<file path="src/rtl/qdac_pkg.sv">
// Package: shared constants, sequencer state type and frame packing for the
// quad DAC serial frame transmitter.
// Assumes: 2-bit channel, 1 gain bit and 8-bit code, as the receiver expects.
package qdac_pkg;

    localparam int CHAN_W     = 2;
    localparam int CODE_W     = 8;
    localparam int FRAME_BITS = CHAN_W + 1 + CODE_W;

    typedef enum logic [1:0] {
        ST_IDLE  = 2'd0,
        ST_SHIFT = 2'd1,
        ST_LOAD  = 2'd2,
        ST_XFER  = 2'd3
    } seq_state_t;

    // Builds the transmitted word, channel in the top bits, code at the bottom.
    function automatic logic [FRAME_BITS-1:0] pack_frame(
        input logic [CHAN_W-1:0] chan,
        input logic              gain,
        input logic [CODE_W-1:0] code
    );
        return {chan, gain, code};
    endfunction

endpackage

</file>
<file path="src/rtl/qdac_phase_timer.sv">
// Module: counts the system clocks of one half serial period and flags the
// last one.
// Assumes: DIV >= 1. The counter is held at zero while not running, so each
// sequence starts from a full half period.
module qdac_phase_timer #(
    parameter int DIV = 3
) (
    input  logic clk,
    input  logic rst_n,
    input  logic running,
    output logic tick
);
    localparam int CNT_W = (DIV > 1) ? $clog2(DIV) : 1;
    localparam logic [CNT_W-1:0] CNT_LAST = CNT_W'(DIV - 1);

    logic [CNT_W-1:0] cnt;

    // Half-period counter: wraps after DIV cycles, cleared while idle.
    always_ff @(posedge clk) begin
        if (!rst_n) begin
            cnt <= '0;
        end else if (!running || cnt == CNT_LAST) begin
            cnt <= '0;
        end else begin
            cnt <= cnt + 1'b1;
        end
    end

    assign tick = running && (cnt == CNT_LAST);

    // the half-period count never passes its last value.
    assert_cnt_bound_R3: assert property (@(posedge clk) disable iff (!rst_n)
        cnt <= CNT_LAST);

endmodule

</file>
<file path="src/rtl/qdac_frame_shifter.sv">
// Module: holds the frame being sent and presents its MSB as serial data.
// Assumes: load_en and shift_en are never high together. A shift happens only
// on the system edge where the serial clock rises.
module qdac_frame_shifter #(
    parameter int BITS = 11
) (
    input  logic            clk,
    input  logic            rst_n,
    input  logic            load_en,
    input  logic [BITS-1:0] load_word,
    input  logic            shift_en,
    output logic            data_out
);
    logic [BITS-1:0] shreg;

    // Shift register: load on accept, move one place toward the MSB on shift.
    always_ff @(posedge clk) begin
        if (!rst_n) begin
            shreg <= '0;
        end else if (load_en) begin
            shreg <= load_word;
        end else if (shift_en) begin
            shreg <= {shreg[BITS-2:0], 1'b0};
        end
    end

    assign data_out = shreg[BITS-1];

    // loading and shifting never coincide.
    assert_no_load_shift_R5: assert property (@(posedge clk) disable iff (!rst_n)
        !(load_en && shift_en));

endmodule

</file>
<file path="src/rtl/qdac_sequencer.sv">
// Module: state machine that runs the serial clock through 11 pulses plus a
// trailing gap, then the latch strobe and the optional transfer strobe.
// Assumes: tick marks the last cycle of every half period while not idle.
// All serial outputs are registered.
module qdac_sequencer #(
    parameter int BITS = 11
) (
    input  logic clk,
    input  logic rst_n,
    input  logic accept,
    input  logic update_in,
    input  logic tick,
    output logic running,
    output logic shift_en,
    output logic ready,
    output logic ser_clk,
    output logic ser_load_n,
    output logic ser_ldac_n,
    output logic done
);
    import qdac_pkg::*;

    localparam int HALF_N = 2 * BITS + 1;
    localparam int H_W    = $clog2(HALF_N);
    localparam logic [H_W-1:0] H_LAST  = H_W'(HALF_N - 1);
    localparam logic [H_W-1:0] H_FIRST = H_W'(2);

    seq_state_t     state;
    logic [H_W-1:0] half_idx;
    logic           upd_q;
    logic           clk_q;
    logic           load_q;
    logic           ldac_q;
    logic           done_q;

    // Main sequencer: advances one half period per tick.
    always_ff @(posedge clk) begin
        if (!rst_n) begin
            state    <= ST_IDLE;
            half_idx <= '0;
            upd_q    <= 1'b0;
            clk_q    <= 1'b0;
            load_q   <= 1'b1;
            ldac_q   <= 1'b1;
            done_q   <= 1'b0;
        end else begin
            done_q <= 1'b0;
            unique case (state)
                ST_IDLE: begin
                    if (accept) begin
                        state    <= ST_SHIFT;
                        half_idx <= '0;
                        upd_q    <= update_in;
                        clk_q    <= 1'b0;
                    end
                end
                ST_SHIFT: begin
                    if (tick) begin
                        if (half_idx == H_LAST) begin
                            state  <= ST_LOAD;
                            load_q <= 1'b0;
                            clk_q  <= 1'b0;
                        end else begin
                            half_idx <= half_idx + 1'b1;
                            clk_q    <= ~half_idx[0];
                        end
                    end
                end
                ST_LOAD: begin
                    if (tick) begin
                        load_q <= 1'b1;
                        if (upd_q) begin
                            state  <= ST_XFER;
                            ldac_q <= 1'b0;
                        end else begin
                            state  <= ST_IDLE;
                            done_q <= 1'b1;
                        end
                    end
                end
                ST_XFER: begin
                    if (tick) begin
                        ldac_q <= 1'b1;
                        state  <= ST_IDLE;
                        done_q <= 1'b1;
                    end
                end
                default: state <= ST_IDLE;
            endcase
        end
    end

    // Shift on the edge entering pulse 1..10, so data moves with a rising edge.
    assign shift_en = (state == ST_SHIFT) && tick && !half_idx[0]
                      && (half_idx >= H_FIRST) && (half_idx < H_LAST);

    assign running    = (state != ST_IDLE);
    assign ready      = (state == ST_IDLE);
    assign ser_clk    = clk_q;
    assign ser_load_n = load_q;
    assign ser_ldac_n = ldac_q;
    assign done       = done_q;

    // the two strobes never overlap.
    assert_strobes_exclusive_R9: assert property (@(posedge clk) disable iff (!rst_n)
        !(!ser_load_n && !ser_ldac_n));

    // the serial clock is low during any strobe.
    assert_clk_low_in_strobe_R9: assert property (@(posedge clk) disable iff (!rst_n)
        (!ser_load_n || !ser_ldac_n) |-> !ser_clk);

    // the latch strobe starts after at least one low cycle of the clock.
    assert_load_after_gap_R6: assert property (@(posedge clk) disable iff (!rst_n)
        $fell(ser_load_n) |-> (!ser_clk && !$past(ser_clk)));

    // the transfer strobe starts exactly as the latch strobe ends.
    assert_ldac_follows_load_R7: assert property (@(posedge clk) disable iff (!rst_n)
        $fell(ser_ldac_n) |-> $rose(ser_load_n));

    // done lasts one cycle.
    assert_done_single_R8: assert property (@(posedge clk) disable iff (!rst_n)
        done |=> !done);

    // an accepted request takes the ready signal away next cycle.
    assert_accept_drops_ready_R2: assert property (@(posedge clk) disable iff (!rst_n)
        accept |=> !ready);

endmodule

</file>
<file path="src/rtl/qdac_frame_tx.sv">
// Module: top of the quad DAC serial frame transmitter. Accepts one request
// per transfer, serializes the 11-bit frame, then issues the latch strobe and
// the optional transfer strobe.
// Assumes: DIV system clocks per half serial period, DIV >= 1.
module qdac_frame_tx #(
    parameter int DIV = 3
) (
    input  logic       clk,
    input  logic       rst_n,
    input  logic       req_valid,
    output logic       req_ready,
    input  logic [1:0] req_chan,
    input  logic       req_gain,
    input  logic [7:0] req_code,
    input  logic       req_update,
    output logic       ser_clk,
    output logic       ser_data,
    output logic       ser_load_n,
    output logic       ser_ldac_n,
    output logic       busy,
    output logic       done
);
    import qdac_pkg::*;

    logic accept;
    logic running;
    logic tick;
    logic shift_en;
    logic ready_w;
    logic [FRAME_BITS-1:0] frame_w;

    assign accept    = req_valid && ready_w;
    assign frame_w   = pack_frame(req_chan, req_gain, req_code);
    assign req_ready = ready_w;
    assign busy      = running;

    qdac_phase_timer #(.DIV(DIV)) timer_i (
        .clk     (clk),
        .rst_n   (rst_n),
        .running (running),
        .tick    (tick)
    );

    qdac_frame_shifter #(.BITS(FRAME_BITS)) shifter_i (
        .clk       (clk),
        .rst_n     (rst_n),
        .load_en   (accept),
        .load_word (frame_w),
        .shift_en  (shift_en),
        .data_out  (ser_data)
    );

    qdac_sequencer #(.BITS(FRAME_BITS)) seq_i (
        .clk        (clk),
        .rst_n      (rst_n),
        .accept     (accept),
        .update_in  (req_update),
        .tick       (tick),
        .running    (running),
        .shift_en   (shift_en),
        .ready      (ready_w),
        .ser_clk    (ser_clk),
        .ser_load_n (ser_load_n),
        .ser_ldac_n (ser_ldac_n),
        .done       (done)
    );

    // while busy, data moves only together with a rising serial clock.
    assert_data_stable_R5: assert property (@(posedge clk) disable iff (!rst_n)
        (busy && $past(busy) && !$rose(ser_clk)) |-> $stable(ser_data));

endmodule

</file>
<file path="config.mk">
export PLATFORM = sky130hd
export DESIGN_NAME = qdac_frame_tx
export DESIGN_NICKNAME = d
export VERILOG_FILES = /design/src/rtl/qdac_pkg.sv /design/src/rtl/qdac_phase_timer.sv /design/src/rtl/qdac_frame_shifter.sv /design/src/rtl/qdac_sequencer.sv /design/src/rtl/qdac_frame_tx.sv
export SDC_FILE = /design/constraint.sdc
export NUM_CORES = 1
export LEC_CHECK = 0
export ABC_AREA = 1
export ABC_CLOCK_PERIOD_IN_PS = 1250
export CORE_MARGIN = 4
export CORE_UTILIZATION = 31
export DETAILED_ROUTE_END_ITERATION = 8
export GPL_TIMING_DRIVEN = 0
export SYNTH_ARGS = -nofsm -noshare
export SYNTH_HDL_FRONTEND = slang
export SYNTH_SLANG_ARGS = --single-unit
</file>
<file path="constraint.sdc">
create_clock -name clk -period 1.25 [get_ports clk]
set_clock_uncertainty 0.05 [all_clocks]
set_input_delay 0.3125 -clock clk [delete_from_list [all_inputs] [get_ports clk]]
set_output_delay 0.3125 -clock clk [all_outputs]
set_load 0.005 [all_outputs]
</file>
==> flow_summary.yaml, run 1 <==
run_status:
  status: "complete, but fails checks"
  violations: "setup timing"
setup_path:
  cp_top_family: "simple AND/OR/NAND/NOR gates"
  path_buf_inv: 2
  crit_start: "seq_i.state[1]$_SDFFE_PN0P_"
  crit_path_start_kind: "flip-flop"
  critical_path.cell_chain: "buf_6, inv_6, nand3_4, nor2_4, nand3_4, nand2_4, nand2_1, a21oi_2"
  critical_path.endpoint_type: "flip-flop"
  worst-r2r-cell-count: 8
  max_stage_delay_ns: 0.36
  crit_top_cell: "nand3_4"
  critPathKind: "reg -> reg"
  cp_max_fo: 5
  worstPathArrival_ns: 1.54
  reg2reg_from: "seq_i.state[1]$_SDFFE_PN0P_"
  crit_path_top_delay_cell: "dfxtp_4"
  cp.required_ns: 1.41
  path_depth: 8
worst_hold_path:
  min_path_cells: 1
  min_path_type: "reg -> reg"
  hp-start: "timer_i.cnt[0]$_SDFF_PP0_"
pwr:
  power_frac_seq_pct: 47.3
  p_int_uw: 1270
  ir_drop_v: 0.000499
  p_switching_uw: 514
  clockPowerShare_pct: 27.4
  p_per_area_nw_per_um2: 870
  finalPower_uw: 1790
  p_sw_share_pct: 28.8
  p_comb_share_pct: 25.3
  p_leak_uw: 0.000806
grt:
  grt_pass1_wl_um: 5740
  antenna_found_initial: 0
  grt.total_usage_pct: 13.9
  grt_max_degree: 14
  grt_pass1_vias: 1254
  grt-ovfl-total: 0
layout:
  finish.instance_area_um2: 2050
  syn_to_final_growth_pct: 69.5
  nets: 237
  drive_gt1_share_pct: 43.6
  mostFrequentLayoutCells: "nand2_1, dfxtp_1, nand3_2"
  fin_util_pct: 55.3
  stdcell_count: 266
  fillCellCount: 355
  layout_commonest_cell: "nand2_1"
  diodes: 0
yosys:
  synth_cells: 174
  ys_seq_area_share_pct: 41.3
  yosysTopAreaCell: "dfxtp_1"
  ys_warn_count: 0
  synth.avg_cell_area_um2: 6.97
  synth.distinct_cells: 26
  syn_area_um2: 1210
  synth_seq_cells: 25
  synth_nets: 192
  synth_area_leaders: "dfxtp_1, nand2_1, nand3_1"
  synth_top_area_share_pct: 41.3
job:
  maxCapViolations: 0
die:
  rows: 22
  coreArea_um2: 3720
  die_y_um: 70.5
  io_pins: 22
  start_util_pct: 32.6
  die_x_um: 70.5
  dieArea_um2: 4980
place:
  place_area_um2: 1500
  hpwl_um: 1930
  dp.cells: 243
  pre_cts_slack_ns: -0.539
  io_buffers: 21
  finalWeightedCongestion: 0.746
clock_network:
  cts_sinks: 25
  cts_tree: "built"
  clockBufferDepth: 2
  clockRootBuffer: "clkbuf_8"
  cts_buffers: 3
  path_clk_slew_ns: 0.09
  h-tree-depth: 1
  clock_latency_ns: 0.27
route:
  antenna_left: 0
  drc: 0
  first_pass_iters: 4
  wl_per_cell_um: 13.0
  drt-initial-drc-count: 79
  route.vias.total: 1261
  wl_um: 3470
  viasPerCell: 4.74
sta:
  period_share_pct: 110
  finalHoldViolCount: 0
  setup_viol: 19
  fmax_mhz: 725
  finalCriticalPeriod_ns: 1.38
  setup_ws_ns: -0.129
  slew_violations: 0
  worst_pin_slew_ns: 0.278
  rsz0062_at_grt: "yes"
  slew_headroom_pct: 81.5
==> worst paths after layout <==
kind                                                         to  slack, ns
worst max-delay path            shifter_i.shreg[3]$_SDFFE_PN0P_      -0.13
worst min-delay path                  timer_i.cnt[0]$_SDFF_PP0_       0.36
worst max register to register  shifter_i.shreg[3]$_SDFFE_PN0P_      -0.13
worst min register to register        timer_i.cnt[0]$_SDFF_PP0_       0.36
==> worst register-to-register path: cells and delay by family (launching register included) <==
| family | cells | cell delay (ns) |
|---|---|---|
| buffers and inverters | 2 | 0.19 |
| AND/OR/NAND/NOR | 5 | 0.59 |
| AO/OA/AOI/OAI | 1 | 0.13 |
| flip-flops | 1 | 0.36 |
==> cells in the mapped netlist (all sizes together) <==
library cell,count
a211oi,1
a21o,1
a21oi,18
buf,4
clkbuf,1
clkinv,1
dfxtp,25
ha,3
inv,15
nand2,60
nand3,20
nand4,1
nor2,13
nor3,1
o211ai,1
o21ai,7
o21bai,1
xor2,1
==> per-layer routing <==
metal  vias to the layer above  routed length (um)  track usage, %
met2                        15                1700            24.3
met4                         0                  32            3.34
li1                        655                   -               -
met1                       587                1670            18.3
met5                         -                   0               0
met3                         4                  60            1.70
==> metrics by stage <==
step / hold slack [ns] / TNS (ns)
after global placement: 0.354 / -9.90
after CTS: 0.385 / -1.44
after detailed placement: 0.352 / -10.0
final: 0.359 / -1.57
after floorplan: 0.342 / -0.0977
after global routing: 0.375 / -2.96
==> cell families (layout without fill, tap and decap cells) <==
group / after synthesis / count (layout) / share of synthesized area (%)
compound gates: 29 / 29 / 13.1
xor+xnor: 1 / 1 / 0.723
fa+ha+maj: 3 / 3 / 3.10
buf+inv: 21 / 64 / 7.33
flops: 25 / 25 / 41.3
simple gates: 95 / 96 / 34.5
==> power groups by stage <==
stage               registers (uW)  clock network (uW)  logic, uW
floorplan                      865                   0        156
global placement               869                   0        259
detailed placement             869                   0        260
CTS                            844                 504        365
global route                   848                 534        496
finish                         845                 490        452
==> state kept, by name, summed over array words and instances, names as in the netlist <==
register	cells
seq_i.ser_ldac_n	1
seq_i.half_idx	5
timer_i.cnt	2
seq_i.state	2
shifter_i.shreg	11
seq_i.upd_q	1
seq_i.ser_clk	1
seq_i.done	1
seq_i.ser_load_n	1
==> final cells by class <==
class,count,area (um2),share of cell area [%]
multi-input cells,129,908,44.2
flip-flops and latches,25,527,25.6
repair buffers,39,380,18.5
inverters,16,77.6,3.78
well taps,48,60.1,2.92
plain buffers,5,56.3,2.74
clock buffers,4,45.0,2.19
==> what timing repair did <==
| item | in CTS | in global routing |
|---|---|---|
| endpoints found under the hold margin | 0 | 0 |
| pin swaps | 20 | 19 |
| setup buffers | 10 | 5 |
| endpoints found under the setup margin | 29 | 24 |
| resized for setup | 78 | 43 |
| hold buffers | 0 | 0 |
| gates cloned | 3 | 1 |
Power figures use the tool's default switching activity.
==> run 2: changes to the inputs <==
Settings changed: ABC_AREA 1 to default.
==> flow_summary.yaml, run 2 <==
layout:
  fillCellCount: 335
  largest_register: "shifter_i.shreg"
  mostFrequentLayoutCells: "o21ai_0, a21oi_1, clkdlybuf4s50_1, dfxtp_1, a31oi_1"
  layout_commonest_cell: "o21ai_0"
  finish.instance_area_um2: 1840
  drive_gt1_share_pct: 38.5
  largest_reg_flops: 11
  nets: 198
  diodes: 0
  fin_util_pct: 50.3
  syn_to_final_growth_pct: 57.0
  reg.largest.list: "shifter_i.shreg: 11 flops, seq_i.half_idx: 5 flops"
sta:
  period_share_pct: 133
  rsz0062_at_grt: "yes"
  fmax_mhz: 600
  slew_headroom_pct: 73.5
  slew_violations: 0
  setup_viol: 23
  setup_tns_ns: -6.29
  finalHoldViolCount: 0
  setup_ws_ns: -0.416
  finalCriticalPeriod_ns: 1.67
  worst_pin_slew_ns: 0.398
pwr:
  ir_drop_v: 0.000440
  clockPowerShare_pct: 31.0
  p_switching_uw: 409
  p_leak_uw: 0.000676
  p_per_area_nw_per_um2: 868
  power_frac_seq_pct: 52.8
  p_sw_share_pct: 25.6
  finalPower_uw: 1600
  p_int_uw: 1190
  p_comb_share_pct: 16.2
run_status:
  violations: "setup timing"
  status: "complete, but fails checks"
setup_path:
  critical_path.cell_chain: "and4b_4, a211o_1, or4b_4, a21oi_2"
  worst-r2r-cell-count: 4
  worstPathArrival_ns: 1.82
  critical_path.endpoint_type: "flip-flop"
  reg2reg_from: "seq_i.half_idx[1]$_SDFFE_PN0P_"
  cp.required_ns: 1.41
  crit_start: "seq_i.half_idx[1]$_SDFFE_PN0P_"
  critPathKind: "reg -> reg"
  rr_endpoint: "seq_i.half_idx[1]$_SDFFE_PN0P_"
  max_stage_delay_ns: 0.49
  crit_path_start_kind: "flip-flop"
  cp_max_fo: 5
  crit_path_top_delay_cell: "or4b_4"
  regToRegSetupSlack_ns: -0.42
  crit_end: "seq_i.half_idx[1]$_SDFFE_PN0P_"
grt:
  grt-ovfl-total: 0
  grt_pass1_vias: 1171
  antenna_found_initial: 0
  grt.total_usage_pct: 12.6
  grt_pass1_wl_um: 5130
  grt_max_degree: 15
route:
  drc: 0
  drt-initial-drc-count: 59
  wl_um: 3150
  first_pass_iters: 4
  viasPerCell: 5.20
  antenna_left: 0
  wl_per_cell_um: 13.9
  route.vias.total: 1180
place:
  place_area_um2: 1530
  io_buffers: 21
  pre_cts_slack_ns: -0.706
  hpwl_um: 2080
  finalWeightedCongestion: 0.794
yosys:
  synth.avg_cell_area_um2: 8.20
  yosysMostFrequentCell: "o21ai_0"
  ys_warn_count: 0
  synth_top_area_share_pct: 42.7
  synth_edf_count: 0
  synth_cells: 143
  syn_area_um2: 1170
  yosysTopAreaCell: "dfxtp_1"
  ys_seq_area_share_pct: 42.7
  synth_nets: 161
  synth_seq_cells: 25
  ys.flop_type: "dfxtp_1"
  synth_common_cells: "o21ai_0, dfxtp_1, a21oi_1"
  synth_area_leaders: "dfxtp_1, o21ai_0, a21oi_1"
  synthArstFlopShare_pct: 0
  synth.distinct_cells: 30
clock_network:
  clockRootBuffer: "clkbuf_8"
  path_clk_slew_ns: 0.10
  clock_latency_ns: 0.27
  cts_sinks: 25
  cts_hold_buf: 0
  clockBufferDepth: 2
  cts_buffers: 3
  h-tree-depth: 1
  cts_tree: "built"
die:
  die_x_um: 69.5
  io_pins: 22
  coreArea_um2: 3660
  dieArea_um2: 4830
  die_y_um: 69.5
  rows: 22
  start_util_pct: 32.0
worst_hold_path:
  min_path_type: "reg -> reg"
job:
  maxCapViolations: 0
[run 2: cell type report]
cell class	count	area, um2	area share [%]
clock inverters	1	5.00	0.272
multi-input cells	103	793	43.1
clock buffers	3	41.3	2.24
repair buffers	34	325	17.7
well taps	48	60.1	3.26
plain buffers	6	55.1	2.99
flip-flops and latches	25	532	28.9
inverters	7	28.8	1.56
[run 2: kinds of logic after synthesis]
kind of cell / after synthesis / synth area share (%)
AOI/OAI and AO/OA: 65 / 32.2
adders and majority gates: 3 / 3.20
muxes: 1 / 0.854
buffers and inverters: 15 / 4.91
DFF: 25 / 42.7
and+or+nand+nor: 32 / 14.6
xor gates and xnor gates: 2 / 1.49
[run 2: what timing repair did]
item,CTS,global route
resized for setup,51,29
pin swaps,16,9
gates cloned,1,0
setup buffers,10,2
endpoints found under the setup margin,30,27
[run 2: per-stage QoR]
step                std cells  hold WS, ns
global route              227        0.380
global placement          212        0.370
finish                    227        0.357
floorplan                 143        0.361
detailed placement        212        0.375
CTS                       226        0.389
[run 2: worst min-delay path by stage]
stage	start	end	slack, ns	depth (start not counted)
global route	timer_i.cnt[0]$_SDFF_PP0_	timer_i.cnt[0]$_SDFF_PP0_	0.38	1
detailed placement	timer_i.cnt[0]$_SDFF_PP0_	timer_i.cnt[0]$_SDFF_PP0_	0.37	1
CTS	timer_i.cnt[0]$_SDFF_PP0_	timer_i.cnt[0]$_SDFF_PP0_	0.39	1
global placement	timer_i.cnt[0]$_SDFF_PP0_	timer_i.cnt[0]$_SDFF_PP0_	0.37	1
finish	timer_i.cnt[0]$_SDFF_PP0_	timer_i.cnt[0]$_SDFF_PP0_	0.36	1
floorplan	timer_i.cnt[0]$_SDFF_PP0_	timer_i.cnt[0]$_SDFF_PP0_	0.36	1
[run 2: metal layers]
metal / wire length, um / GRT usage (%)
met5: 0 / 0
met4: 19 / 3.47
met3: 118 / 1.59
met2: 1640 / 23.1
met1: 1370 / 15.2
[run 2: power by group through the flow]
| stage | registers [uW] | clock network (uW) | logic, uW |
|---|---|---|---|
| CTS | 841 | 500 | 248 |
| detailed placement | 873 | 0 | 209 |
| finish | 843 | 496 | 259 |
| global placement | 871 | 0 | 205 |
| floorplan | 867 | 0 | 122 |
| global route | 847 | 534 | 285 |
[run 2: worst max-delay path: cells and delay by family, from the launching register on]
kind             cells  cell delay [ns]
flip-flops           1             0.38
AO/OA/AOI/OAI        2             0.45
AND/OR/NAND/NOR      2             0.72
